[src/rtl/dwa_pkg.sv]
package dwa_pkg;
  localparam logic [1:0] CODE_ZERO = 2'b00;
  localparam logic [1:0] CODE_POS  = 2'b01;
  localparam logic [1:0] CODE_NEG  = 2'b11;
endpackage

[src/rtl/dwa_level_decode.sv]
module dwa_level_decode #(
  parameter int NUM_CELLS = 8,
  parameter int LVL_W     = 5,
  localparam int PW = $clog2(NUM_CELLS),
  localparam int MW = PW + 1
) (
  input  logic signed [LVL_W-1:0] level,
  input  logic                    tern_mode,
  output logic [MW-1:0]           mag,
  output logic                    neg
);
  logic             is_neg;
  logic [LVL_W-1:0] abs_v;

  always_comb begin
    is_neg = level[LVL_W-1];
    abs_v  = is_neg ? (~level + 1'b1) : level;
    neg    = is_neg & tern_mode;
    if (is_neg && !tern_mode)
      mag = '0;
    else if (abs_v > LVL_W'(NUM_CELLS))
      mag = MW'(NUM_CELLS);
    else
      mag = abs_v[MW-1:0];
  end
endmodule

[src/rtl/dwa_ptr_bank.sv]
module dwa_ptr_bank #(
  parameter int NUM_CELLS = 8,
  parameter int MAX_PTRS  = 4,
  localparam int PW = $clog2(NUM_CELLS),
  localparam int MW = PW + 1,
  localparam int IW = $clog2(MAX_PTRS)
) (
  input  logic          clk,
  input  logic          rst,
  input  logic          adv,
  input  logic          sweep_mode,
  input  logic [1:0]    ptr_cfg,
  input  logic [MW-1:0] mag,
  output logic [PW-1:0] start_pos
);
  logic [PW-1:0] ptr_q [MAX_PTRS];
  logic          dir_q [MAX_PTRS];
  logic [IW-1:0] turn_q;
  logic [IW-1:0] idx_mask;
  logic [IW-1:0] act;
  logic [PW-1:0] cur_p;
  logic          backward;
  logic [PW-1:0] step;
  logic [PW-1:0] next_p;
  logic          flip;

  always_comb begin
    idx_mask  = IW'((32'd1 << ptr_cfg) - 32'd1) & IW'(MAX_PTRS - 1);
    act       = turn_q & idx_mask;
    cur_p     = ptr_q[act];
    backward  = sweep_mode & dir_q[act];
    step      = mag[PW-1:0];
    next_p    = backward ? (cur_p - step) : (cur_p + step);
    start_pos = backward ? next_p : cur_p;
    flip      = sweep_mode & (mag != '0);
  end

  always_ff @(posedge clk) begin
    if (rst) turn_q <= '0;
    else if (adv) turn_q <= (turn_q + 1'b1) & idx_mask;
  end

  for (genvar g = 0; g < MAX_PTRS; g++) begin : g_ptr
    always_ff @(posedge clk) begin
      if (rst) begin
        ptr_q[g] <= '0;
        dir_q[g] <= 1'b0;
      end else if (adv && act == IW'(g)) begin
        ptr_q[g] <= next_p;
        if (flip) dir_q[g] <= ~dir_q[g];
      end
    end
  end
endmodule

[src/rtl/dwa_cell_map.sv]
module dwa_cell_map #(
  parameter int NUM_CELLS = 8,
  localparam int PW = $clog2(NUM_CELLS),
  localparam int MW = PW + 1
) (
  input  logic [PW-1:0]            start_pos,
  input  logic [MW-1:0]            mag,
  input  logic                     neg,
  output logic [2*NUM_CELLS-1:0]   codes
);
  import dwa_pkg::*;

  for (genvar c = 0; c < NUM_CELLS; c++) begin : g_cell
    localparam logic [PW-1:0] CIDX = PW'(c);
    logic [PW-1:0] offs;
    logic          on;
    always_comb begin
      offs = CIDX - start_pos;
      on   = {1'b0, offs} < mag;
      codes[2*c+1:2*c] = on ? (neg ? CODE_NEG : CODE_POS) : CODE_ZERO;
    end
  end
endmodule

[src/rtl/dwa_tern_sel.sv]
module dwa_tern_sel #(
  parameter int NUM_CELLS = 8,
  parameter int MAX_PTRS  = 4,
  parameter int LVL_W     = 5
) (
  input  logic                   clk,
  input  logic                   rst,
  input  logic                   in_valid,
  input  logic signed [LVL_W-1:0] in_level,
  input  logic                   tern_mode,
  input  logic                   sweep_mode,
  input  logic [1:0]             ptr_cfg,
  output logic                   out_valid,
  output logic [2*NUM_CELLS-1:0] cell_code
);
  localparam int PW = $clog2(NUM_CELLS);
  localparam int MW = PW + 1;

  logic [MW-1:0]          mag_w;
  logic                   neg_w;
  logic [PW-1:0]          start_w;
  logic [2*NUM_CELLS-1:0] codes_w;

  dwa_level_decode #(.NUM_CELLS(NUM_CELLS), .LVL_W(LVL_W)) dec_i (
    .level(in_level), .tern_mode(tern_mode), .mag(mag_w), .neg(neg_w)
  );

  dwa_ptr_bank #(.NUM_CELLS(NUM_CELLS), .MAX_PTRS(MAX_PTRS)) bank_i (
    .clk(clk), .rst(rst), .adv(in_valid), .sweep_mode(sweep_mode),
    .ptr_cfg(ptr_cfg), .mag(mag_w), .start_pos(start_w)
  );

  dwa_cell_map #(.NUM_CELLS(NUM_CELLS)) map_i (
    .start_pos(start_w), .mag(mag_w), .neg(neg_w), .codes(codes_w)
  );

  always_ff @(posedge clk) begin
    if (rst) begin
      out_valid <= 1'b0;
      cell_code <= '0;
    end else begin
      out_valid <= in_valid;
      if (in_valid) cell_code <= codes_w;
    end
  end
endmodule

[config.mk]
export PLATFORM = sky130hd
export DESIGN_NAME = dwa_tern_sel
export DESIGN_NICKNAME = d
export VERILOG_FILES = /design/src/rtl/dwa_pkg.sv /design/src/rtl/dwa_level_decode.sv /design/src/rtl/dwa_ptr_bank.sv /design/src/rtl/dwa_cell_map.sv /design/src/rtl/dwa_tern_sel.sv
export SDC_FILE = /design/constraint.sdc
export NUM_CORES = 1
export LEC_CHECK = 0
export ABC_AREA = 1
export ABC_CLOCK_PERIOD_IN_PS = 5800
export BUFFER_PORTS_ARGS = -buffer_cell sky130_fd_sc_hd__buf_2
export CAP_MARGIN = 0
export CORE_MARGIN = 4
export CORE_UTILIZATION = 50
export CTS_BUF_LIST = sky130_fd_sc_hd__clkbuf_8
export DETAILED_ROUTE_END_ITERATION = 12
export PLACE_DENSITY_LB_ADDON = 0.05
export RECOVER_POWER = 25
export REMOVE_ABC_BUFFERS = 1
export SETUP_SLACK_MARGIN = 0.2
export SLEW_MARGIN = 20
export SYNTH_ARGS = -nofsm -noshare
export SYNTH_HDL_FRONTEND = slang
export SYNTH_SLANG_ARGS = --single-unit
export TNS_END_PERCENT = 10
[constraint.sdc]
create_clock -name clk -period 5.8 [get_ports clk]
set_clock_uncertainty 0.1 [all_clocks]
set_input_delay 1.16 -clock clk [delete_from_list [all_inputs] [get_ports clk]]
set_output_delay 1.16 -clock clk [all_outputs]
set_load 0.005 [all_outputs]
==> metrics.md, run 1 <==
| Metric | Value |
|---|---|
| # DRC | `0` |
| Gr ovfl total | `0` |
| Slew margin rel. | `0.471` |
| Synthesized flop and latch total | `35` |
| Setup CP Type | `input pin to flop` |
| Setup ws final | `1.16 ns` |
| Startpoint types | `input pin` |
| CTS tree | `done` |
| Initial antenna violation count | `0` |
| Worst Setup End Kind | `flop` |
| Worst-path clk slew | `0.07 ns` |
| ANT cells | `0` |
| Total vias in the final route | `1980` |
| Share of layout cells above drive strength 1 | `0.155` |
| Largest net degree at the start of global routing | `24` |
| Share of the yosys chip area belonging to registers | `0.367` |
| Worst-Skew Late Latency | `0.29 ns` |
| Worst VDD drop | `118 uV` |
| Total CTS buffers | `5` |
| GP Congestion | `0.810` |
| Cts-stage hold buffer count | `0` |
| Hold Path Class | `flop to flop` |
| Post-CTS Setup Bufs | `0` |
| Number of global-route vias before repair | `1852` |
| Fmax | `0.216 GHz` |
| Worst reg2reg path depth | `21` |
| Most frequent cells in the layout | `nand2_1, inv_1, nor2_1` |
| Resized Gates After CTS | `0` |
| DIE WIDTH | `76.5 um` |
| Maxcap violations | `0` |
| Initial core utilization | `0.528` |
| Area of the core | `4440 sq um` |
| RR Startpoint | `bank_i.turn_q[0]$_SDFFE_PP0P_` |
| RSZ-0062 raised after global routing | `false` |
| Post-DP HPWL | `3.74 mm` |
| Worst R2R Setup Slack | `2.24 ns` |
| Netlist cell types | `32` |
| Top-area cell type share of the netlist area | `0.205` |
| Final net count | `371` |
| Clock Path Buffers | `2` |
| WL per Instance | `12.4 um` |
| I/O pins | `29` |
| Tcrit/Tclk final | `0.800` |
| CTS root buf | `clkbuf_8` |
| Leakage | `1.23 nW` |
| CTS H-tree lvls | `2` |
| Die area | `5860 sq um` |
| Drt pass-1 iters | `4` |
| Row Count | `24` |
| Synth warnings | `0` |
| Cell Area, Synth | `2350 sq um` |
| Post-Route WL | `4.91 mm` |
| Via/cell ratio | `5.01` |
| Worst Hold Launch | `cell_code[12]$_SDFFE_PP0P_` |
| First-pass GRT wire length | `8.79 mm` |
| CP max FO | `6` |
| Gr usage total | `0.185` |
| Endpoints failing setup | `0` |
| Leading area contributor after synthesis | `edfxtp_1` |
| RR Endpoint | `cell_code[8]$_SDFFE_PP0P_` |
| Setup TNS | `0 ns` |
| Dpl ws | `0.830 ns` |
| Area Growth Syn to Fin | `9.86%` |
| Critical path arrival | `4.70 ns` |
| Power per Cell Area | `283 nW/um^2` |
| Most common cell after layout, fill and taps aside | `nand2_1` |
| Die extent in y | `76.5 um` |
| Average cell area after synthesis | `7.43 sq um` |
| Final ANT Viol Nets | `0` |
| Largest cells by area after synthesis | `edfxtp_1, dfxtp_1, nand2_1` |
| Filler cell count | `429` |
| Slew @ Worst Pin | `0.793 ns` |
| Worst Hold Depth | `2` |
| Min Clock Period, post-route | `4.64 ns` |
| Hold Path Sink | `cell_code[12]$_SDFFE_PP0P_` |
| # port buffers | `28` |
| Initial DRC count | `141` |
| Status | `complete, no violations` |
| Hold Vio Cnt, Final | `0` |
| Worst EP required | `5.86 ns` |
| Mapped Cells | `316` |
| TritonCTS Sinks | `35` |
| Slew Limit Fails | `0` |
per-stage QoR:
step / instance area, sq um / power [mW] / cells / hold WS (ns) / utilization
3_5_place_dp: 2500 / 0.564 / 387 / 0.352 / 0.563
5_1_grt: 2580 / 0.798 / 395 / 0.381 / 0.581
4_1_cts: 2590 / 0.739 / 395 / 0.363 / 0.582
2_1_floorplan: 2300 / 0.495 / 307 / 0.356 / -
6_report: 2580 / 0.729 / 395 / 0.359 / 0.581
3_3_place_gp: 2500 / 0.557 / 387 / 0.348 / 0.563
cells by family (layout without fill, tap and decap cells):
family | after synthesis | in the layout | synth area share
buf+inv | 55 | 82 | 0.0948
fa+ha+maj | 17 | 17 | 0.0938
xor+xnor | 4 | 4 | 0.0245
compound gates | 28 | 28 | 0.0623
flops | 35 | 35 | 0.367
simple gates | 177 | 177 | 0.358
worst max-delay path: stages:
cell     delay [ns]
buf_2          0.09
inv_1          0.07
ha_1           0.20
inv_1          0.10
nand3_1        0.08
nand2_1        0.09
nand3_1        0.07
nand2_1        0.13
nand2_1        0.16
ha_1           0.33
nand2_1        0.06
o21ai_0        0.10
fa_1           0.55
inv_1          0.09
nand3_1        0.13
nand2_2        0.16
inv_1          0.06
ha_1           0.22
xnor2_2        0.17
inv_1          0.06
ha_1           0.27
inv_1          0.04
nor2_1         0.09
nand2_1        0.08
nand3_1        0.07
a21oi_1        0.07
worst max-delay path by stage:
| stage | cells after the start | from | to |
|---|---|---|---|
| after floorplan | 25 | in_level[0] | cell_code[9]$_SDFFE_PP0P_ |
| after detailed placement | 26 | in_level[0] | cell_code[9]$_SDFFE_PP0P_ |
| after CTS | 26 | in_level[0] | cell_code[9]$_SDFFE_PP0P_ |
| final | 26 | in_level[0] | cell_code[8]$_SDFFE_PP0P_ |
| after global routing | 26 | in_level[0] | cell_code[8]$_SDFFE_PP0P_ |
| after global placement | 26 | in_level[0] | cell_code[9]$_SDFFE_PP0P_ |
Yosys cell counts:
cell and number:
a211oi_1 1, a21boi_0 1, a21oi_1 17, buf_2 1, buf_4 2, buf_6 1
clkbuf_1 5, clkinv_1 1, dfxtp_1 19, edfxtp_1 16, fa_1 1, ha_1 16
inv_1 43, inv_2 2, nand2_1 74, nand2_2 7, nand2_4 3, nand3_1 27
nand3_2 4, nand3_4 1, nand3b_1 2, nand4_1 11, nor2_1 38, nor2_2 3
nor2_4 2, nor3_1 5, o21ai_0 6, o21ai_1 2, o22ai_1 1, xnor2_2 2
xor2_1 1, xor2_2 1
flip-flops by register name (all words and copies together) (netlist names):
signal / count
cell_code: 16
bank_i.turn_q: 2
out_valid: 1
bank_i.dir_q: 4
bank_i.ptr_q: 12
report_power, final:
part           switching [mW]  internal (mW)  total (mW)  leakage, nW
sequential             0.0101          0.280       0.290        0.323
clock                  0.0920         0.0822       0.174       0.0453
combinational           0.164          0.101       0.265        0.866
cell type report:
cell class	instances	area, sq um	share of cell area
multi-input combinational	226	1260	0.490
sequential	35	861	0.334
inverter	46	173	0.0669
timing repair buffer	28	131	0.0509
clock buffer	5	68.8	0.0267
tap	52	65.1	0.0252
clock inverter	3	16.3	0.00630
layer usage:
metal	wire, um	global-route usage	share of wire
met1	2560	0.264	0.52
met2	2050	0.276	0.42
met3	233	0.0426	0.047
met4	61	0.0543	0.012
met5	0	0	0
(Power assumes the default switching activity.)
==> run 2, diff against run 1 <==
--- a/config.mk
+++ b/config.mk
@@ -6,7 +6,7 @@
 export NUM_CORES = 1
 export LEC_CHECK = 0
 export ABC_AREA = 1
-export ABC_CLOCK_PERIOD_IN_PS = 5800
+export ABC_CLOCK_PERIOD_IN_PS = 3800
 export BUFFER_PORTS_ARGS = -buffer_cell sky130_fd_sc_hd__buf_2
 export CAP_MARGIN = 0
 export CORE_MARGIN = 4
==> constraint.sdc (replaced) <==
create_clock -name clk -period 3.8 [get_ports clk]
set_clock_uncertainty 0.1 [all_clocks]
set_input_delay 0.76 -clock clk [delete_from_list [all_inputs] [get_ports clk]]
set_output_delay 0.76 -clock clk [all_outputs]
set_load 0.005 [all_outputs]
==> metrics.md, run 2 (synthesis results as in run 1) <==
| Metric | Value |
|---|---|
| Worst-Skew Late Latency | `0.29 ns` |
| Via/cell ratio | `5.14` |
| Total vias in the final route | `2191` |
| Cts-stage hold buffer count | `0` |
| Worst VDD drop | `162 uV` |
| Initial antenna violation count | `0` |
| Finished Core Util | `0.674` |
| Placed Instances | `407` |
| Min Clock Period, post-route | `3.64 ns` |
| Total CTS buffers | `5` |
| Hold Path Class | `flop to flop` |
| WL per Instance | `13.6 um` |
| Worst-path clk slew | `0.08 ns` |
| Fmax | `0.275 GHz` |
| CP max FO | `4` |
| Largest net degree at the start of global routing | `24` |
| CTS H-tree lvls | `2` |
| DIE WIDTH | `76.5 um` |
| Row Count | `24` |
| RSZ-0062 raised after global routing | `true` |
| Most frequent cells in the layout | `nand2_1, nor2_1, inv_1` |
| Leakage | `1.41 nW` |
| Endpoints failing setup | `0` |
| Post-Route WL | `5.80 mm` |
| Gr ovfl total | `0` |
| Tcrit/Tclk final | `0.958` |
| TritonCTS Sinks | `35` |
| Max reg flops | `16` |
| Initial DRC count | `117` |
| Number of global-route vias before repair | `2027` |
| Clock Path Buffers | `2` |
| Setup CP Type | `input pin to flop` |
| Drt pass-1 iters | `4` |
| # DRC | `0` |
| Worst Setup End Kind | `flop` |
| Slew @ Worst Pin | `0.817 ns` |
| Status | `complete, no violations` |
| ANT cells | `0` |
| Maxcap violations | `0` |
| Dpl ws | `-0.348 ns` |
| # port buffers | `28` |
| Gr usage total | `0.196` |
| Share of layout cells above drive strength 1 | `0.321` |
| Final ANT Viol Nets | `0` |
| Critical path arrival | `3.77 ns` |
| CTS tree | `done` |
| Post-Layout Cell Count | `426` |
| Slew margin rel. | `0.455` |
| First-pass GRT wire length | `9.27 mm` |
| Area of the core | `4440 sq um` |
| Most common cell after layout, fill and taps aside | `nand2_1` |
| I/O pins | `29` |
| Power per Cell Area | `423 nW/um^2` |
| Reg with most FFs | `cell_code` |
| Initial core utilization | `0.528` |
| Die area | `5860 sq um` |
| Largest regs | `cell_code: 16 flops, bank_i.ptr_q: 12 flops, bank_i.dir_q: 4 flops` |
| CTS root buf | `clkbuf_8` |
| GP Congestion | `0.833` |
| Hold Vio Cnt, Final | `0` |
| Startpoint types | `input pin` |
| Setup ws final | `0.160 ns` |
| Final net count | `402` |
| Slew Limit Fails | `0` |
| Worst EP required | `3.93 ns` |
| Post-DP HPWL | `3.86 mm` |
| Die extent in y | `76.5 um` |
| Area Growth Syn to Fin | `27.5%` |
run 2: cell count changes in the layout (fill, tap and decap cells not counted), moves of 6 or more:
cell	before	now
inv_2	2	8
buf_4	0	31
nand2_2	7	15
nand2_1	74	65
inv_1	44	36
ha_1	16	10
run 2: critical path, cell delays in order:
cell     delay [ns]
buf_6          0.10
inv_4          0.05
ha_4           0.13
inv_4          0.04
nand2_2        0.06
nand2_2        0.05
nand2_2        0.06
nand3_2        0.08
nand2_4        0.11
nand2_2        0.08
ha_4           0.24
nand2_2        0.06
o21ai_2        0.06
fa_2           0.55
inv_2          0.05
nand3_4        0.08
nand2_2        0.07
buf_4          0.16
xor2_2         0.14
buf_4          0.13
ha_1           0.26
inv_1          0.05
nor2_1         0.04
nand2_1        0.09
nand4_1        0.10
a21oi_1        0.17
run 2: repair_timing:
action | CTS | global route
resized for setup | 17 | 29
pin swaps | 12 | 24
gates cloned | 0 | 0
hold endpoints to repair | 0 | 0
endpoints found under the setup margin | 13 | 16
buffers inserted | 7 | 4
run 2: where the power goes:
group / switching (mW) / total, mW / internal, mW / leakage, nW
sequential: 0.0162 / 0.444 / 0.428 / 0.323
combinational: 0.307 / 0.548 / 0.241 / 1.04
clock: 0.150 / 0.275 / 0.126 / 0.0453
run 2: cell type report:
class / instances / area (sq um)
Inverter: 46 / 178
Multi-Input combinational cell: 226 / 1430
Sequential cell: 35 / 861
Fill cell: 395 / 1450
Clock buffer: 5 / 68.8
Clock inverter: 3 / 16.3
Tap cell: 52 / 65.1
Timing Repair Buffer: 59 / 380
run 2: per-stage QoR:
step	power, mW	area [sq um]	hold WS (ns)	setup TNS (ns)
3_3_place_gp	0.887	2650	0.350	-2.77
3_5_place_dp	0.896	2650	0.352	-3.85
2_1_floorplan	0.755	2300	0.356	-2.08
5_1_grt	1.36	2990	0.377	-0.0386
4_1_cts	1.20	2840	0.363	0
6_report	1.27	2990	0.361	0
run 2: worst paths after layout:
path,start,end,slack [ns],cells past startpoint
setup reg to reg,bank_i.turn_q[0]$_SDFFE_PP0P_,cell_code[3]$_SDFFE_PP0P_,0.53,19
hold reg to reg,cell_code[1]$_SDFFE_PP0P_,cell_code[1]$_SDFFE_PP0P_,0.36,2
setup / recovery,in_level[0],cell_code[3]$_SDFFE_PP0P_,0.16,26
hold / removal,cell_code[1]$_SDFFE_PP0P_,cell_code[1]$_SDFFE_PP0P_,0.36,2
run 2: per-layer routing:
layer / GRT usage / up-vias / routed length (um)
met4: 0.0761 / 0 / 153
met2: 0.321 / 46 / 2760
met1: 0.255 / 996 / 2640
met5: 0 / - / 0
met3: 0.0390 / 15 / 239
li1: - / 1134 / -
==> run 3, diff against run 2 <==
--- a/config.mk
+++ b/config.mk
@@ -5,7 +5,6 @@
 export SDC_FILE = /design/constraint.sdc
 export NUM_CORES = 1
 export LEC_CHECK = 0
-export ABC_AREA = 1
 export ABC_CLOCK_PERIOD_IN_PS = 3800
 export BUFFER_PORTS_ARGS = -buffer_cell sky130_fd_sc_hd__buf_2
 export CAP_MARGIN = 0
==> constraint.sdc (replaced) <==
create_clock -name clk -period 3.8 [get_ports clk]
set_clock_uncertainty 0.1 [all_clocks]
set_input_delay 0.76 -clock clk [delete_from_list [all_inputs] [get_ports clk]]
set_output_delay 0.76 -clock clk [all_outputs]
set_load 0.1 [all_outputs]
==> metrics.md, run 3 <==
| Metric | Value |
|---|---|
| Leading area contributor after synthesis | `edfxtp_1` |
| EDFF count, synth | `16` |
| Final ANT Viol Nets | `0` |
| Area of the core | `4350 sq um` |
| Top-area cell type share of the netlist area | `0.213` |
| Worst Setup End Kind | `flop` |
| Total vias in the final route | `2030` |
| Worst VDD drop | `245 uV` |
| Post-DP HPWL | `3.99 mm` |
| # port buffers | `28` |
| Gr ovfl total | `0` |
| Hold Path Class | `flop to flop` |
| Number of global-route vias before repair | `1976` |
| Reg with most FFs | `cell_code` |
| CP peak stage delay | `0.43 ns` |
| CTS root buf | `clkbuf_8` |
| Cell Area, Synth | `2260 sq um` |
| Leakage | `1.32 nW` |
| Initial DRC count | `124` |
| Async SR Flop Fraction | `0` |
| GP Congestion | `0.786` |
| DIE WIDTH | `75.2 um` |
| Power per Cell Area | `504 nW/um^2` |
| Slowest-stage cell, CP | `o41a_1` |
| Seq. cell area | `861 sq um` |
| Post-Layout Cell Count | `370` |
| Filler cell count | `366` |
| Startpoint types | `input pin` |
| Failing checks | `negative setup slack` |
| Most frequent cell after synthesis | `nor2_1` |
| Fmax | `0.242 GHz` |
| Min Clock Period, post-route | `4.13 ns` |
| CTS tree | `done` |
| Initial core utilization | `0.519` |
| Maxcap violations | `0` |
| Post-placement cell area | `2740 sq um` |
| Mapped Cells | `242` |
| Synth warnings | `0` |
| RSZ-0062 raised after global routing | `true` |
| Worst-path clk slew | `0.07 ns` |
| Endpoints failing setup | `15` |
| Top_reg_cell synth | `dfxtp_1` |
| Post-synth top cells | `nor2_1, dfxtp_1, edfxtp_1, ha_1, nand2_1` |
| Setup ws final | `-0.333 ns` |
| Via/cell ratio | `5.49` |
| Fin area | `3020 sq um` |
| Slew margin rel. | `0.539` |
| Setup CP Type | `input pin to flop` |
| Gr usage total | `0.215` |
| # DRC | `0` |
| Netlist cell types | `54` |
| Share of layout cells above drive strength 1 | `0.352` |
| Final Power | `1.52 mW` |
| Worst EP required | `3.93 ns` |
| Total CTS buffers | `5` |
| First-pass GRT wire length | `9.25 mm` |
| Largest net degree at the start of global routing | `17` |
| Slew Limit Fails | `0` |
| CP max FO | `4` |
| Placed Instances | `356` |
| Final net count | `346` |
| I/O pins | `29` |
| Worst-Skew Late Latency | `0.29 ns` |
| Buffer and inverter count on the worst path | `3` |
| Max reg flops | `16` |
| Most common cell after layout, fill and taps aside | `buf_4` |
| Area occupied by multi-input gates | `1390 sq um` |
| Crit-path cells | `buf_6 > buf_6 > o41a_1 > o21a_1 > a21o_1 > ha_1 > nand2_1 > o21ai_2 > fa_2 > xor2_1 > nand2b_4 > xnor2_4 > buf_4 > xnor2_1 > ha_1 > a21oi_1 > nor2_1 > a41oi_2 > a22o_1` |
| Post-Route WL | `5.52 mm` |
| Clock Path Buffers | `2` |
| Initial antenna violation count | `0` |
| Largest regs | `cell_code: 16 flops, bank_i.ptr_q: 12 flops, bank_i.dir_q: 4 flops` |
| Hold Vio Cnt, Final | `0` |
| Worst hold margin | `0.346 ns` |
| Drt pass-1 iters | `4` |
| TritonCTS Sinks | `35` |
| Status | `finished with violations` |
| Die area | `5660 sq um` |
| Synthesized flop and latch total | `35` |
| ANT cells | `0` |
| Row Count | `24` |
| Die extent in y | `75.2 um` |
| WL per Instance | `14.9 um` |
| Area Growth Syn to Fin | `33.8%` |
| Family with the most delay on the worst path | `compound AO/OA/AOI/OAI gates` |
| Largest cells by area after synthesis | `edfxtp_1, dfxtp_1, ha_1` |
| Average cell area after synthesis | `9.34 sq um` |
| Slew @ Worst Pin | `0.689 ns` |
| Tcrit/Tclk final | `1.09` |
| CTS H-tree lvls | `2` |
| Critical path arrival | `4.27 ns` |
| Most frequent cells in the layout | `buf_4, nor2_1, buf_2` |
| Share of the yosys chip area belonging to registers | `0.381` |
-- run 3: cell types whose count changed in the layout (fill, tap and decap cells not counted), moves of 9 or more --
cell     before  now
nand2_1      65   16
inv_1        36    7
nand4_1      11    2
buf_4        31   47
nand3_1      22    4
nand2_2      15    0
-- run 3: cells by family after synthesis --
family,count (synthesis),share of synthesized area
adders and majority gates,17,0.0974
muxes,6,0.0327
xor gates and xnor gates,10,0.0470
AOI/OAI and AO/OA,68,0.216
and+or+nand+nor,83,0.176
buffers and inverters,23,0.0498
DFF,35,0.381
-- run 3: worst paths after layout --
check / cells after the start / endpoint / slack, ns / from
min: 2 / cell_code[7]$_SDFFE_PP0P_ / 0.35 / cell_code[7]$_SDFFE_PP0P_
max reg2reg: 16 / cell_code[9]$_SDFFE_PP0P_ / 0.15 / bank_i.turn_q[0]$_SDFFE_PP0P_
max: 19 / cell_code[2]$_SDFFE_PP0P_ / -0.33 / in_level[1]
min reg2reg: 2 / cell_code[7]$_SDFFE_PP0P_ / 0.35 / cell_code[7]$_SDFFE_PP0P_
-- run 3: tightest hold or removal path, delay by kind of cell, from the launching register on --
| kind | cells | cell delay, ns |
|---|---|---|
| AOI/OAI and AO/OA | 1 | 0.05 |
| and+or+nand+nor | 1 | 0.05 |
| DFF | 1 | 0.31 |
-- run 3: per-layer routing --
layer	up-vias	global-route usage	wire length, um
li1	1035	-	-
met1	934	0.277	2540
met2	48	0.361	2670
met3	13	0.0414	221
met4	0	0.0738	94
met5	-	0	0
-- run 3: power breakdown --
group	switching (mW)	internal [mW]
Combinational	0.437	0.296
Sequential	0.0144	0.427
Clock	0.136	0.212
-- run 3: layout make-up --
class	count	area share
inverter	12	0.0149
clock inverter	2	0.0116
sequential	35	0.285
clock buffer	6	0.0273
timing repair buffer	79	0.179
tap	52	0.0215
multi-input combinational	184	0.461
-- run 3: what timing repair did --
action	CTS	global route
buffers inserted	5	1
pin swaps	15	3
resized for setup	23	4
hold buffers	0	0
endpoints found under the hold margin	0	0
endpoints found under the setup margin	16	16
-- run 3: per-stage QoR --
| step | utilization | TNS (ns) | worst slack [ns] |
|---|---|---|---|
| finish | 0.695 | -3.46 | -0.333 |
| floorplan | - | -10.61 | -0.795 |
| CTS | 0.690 | -2.86 | -0.287 |
| detailed placement | 0.628 | -13.59 | -0.951 |
| global placement | 0.628 | -12.71 | -0.894 |
| global route | 0.695 | -5.53 | -0.452 |
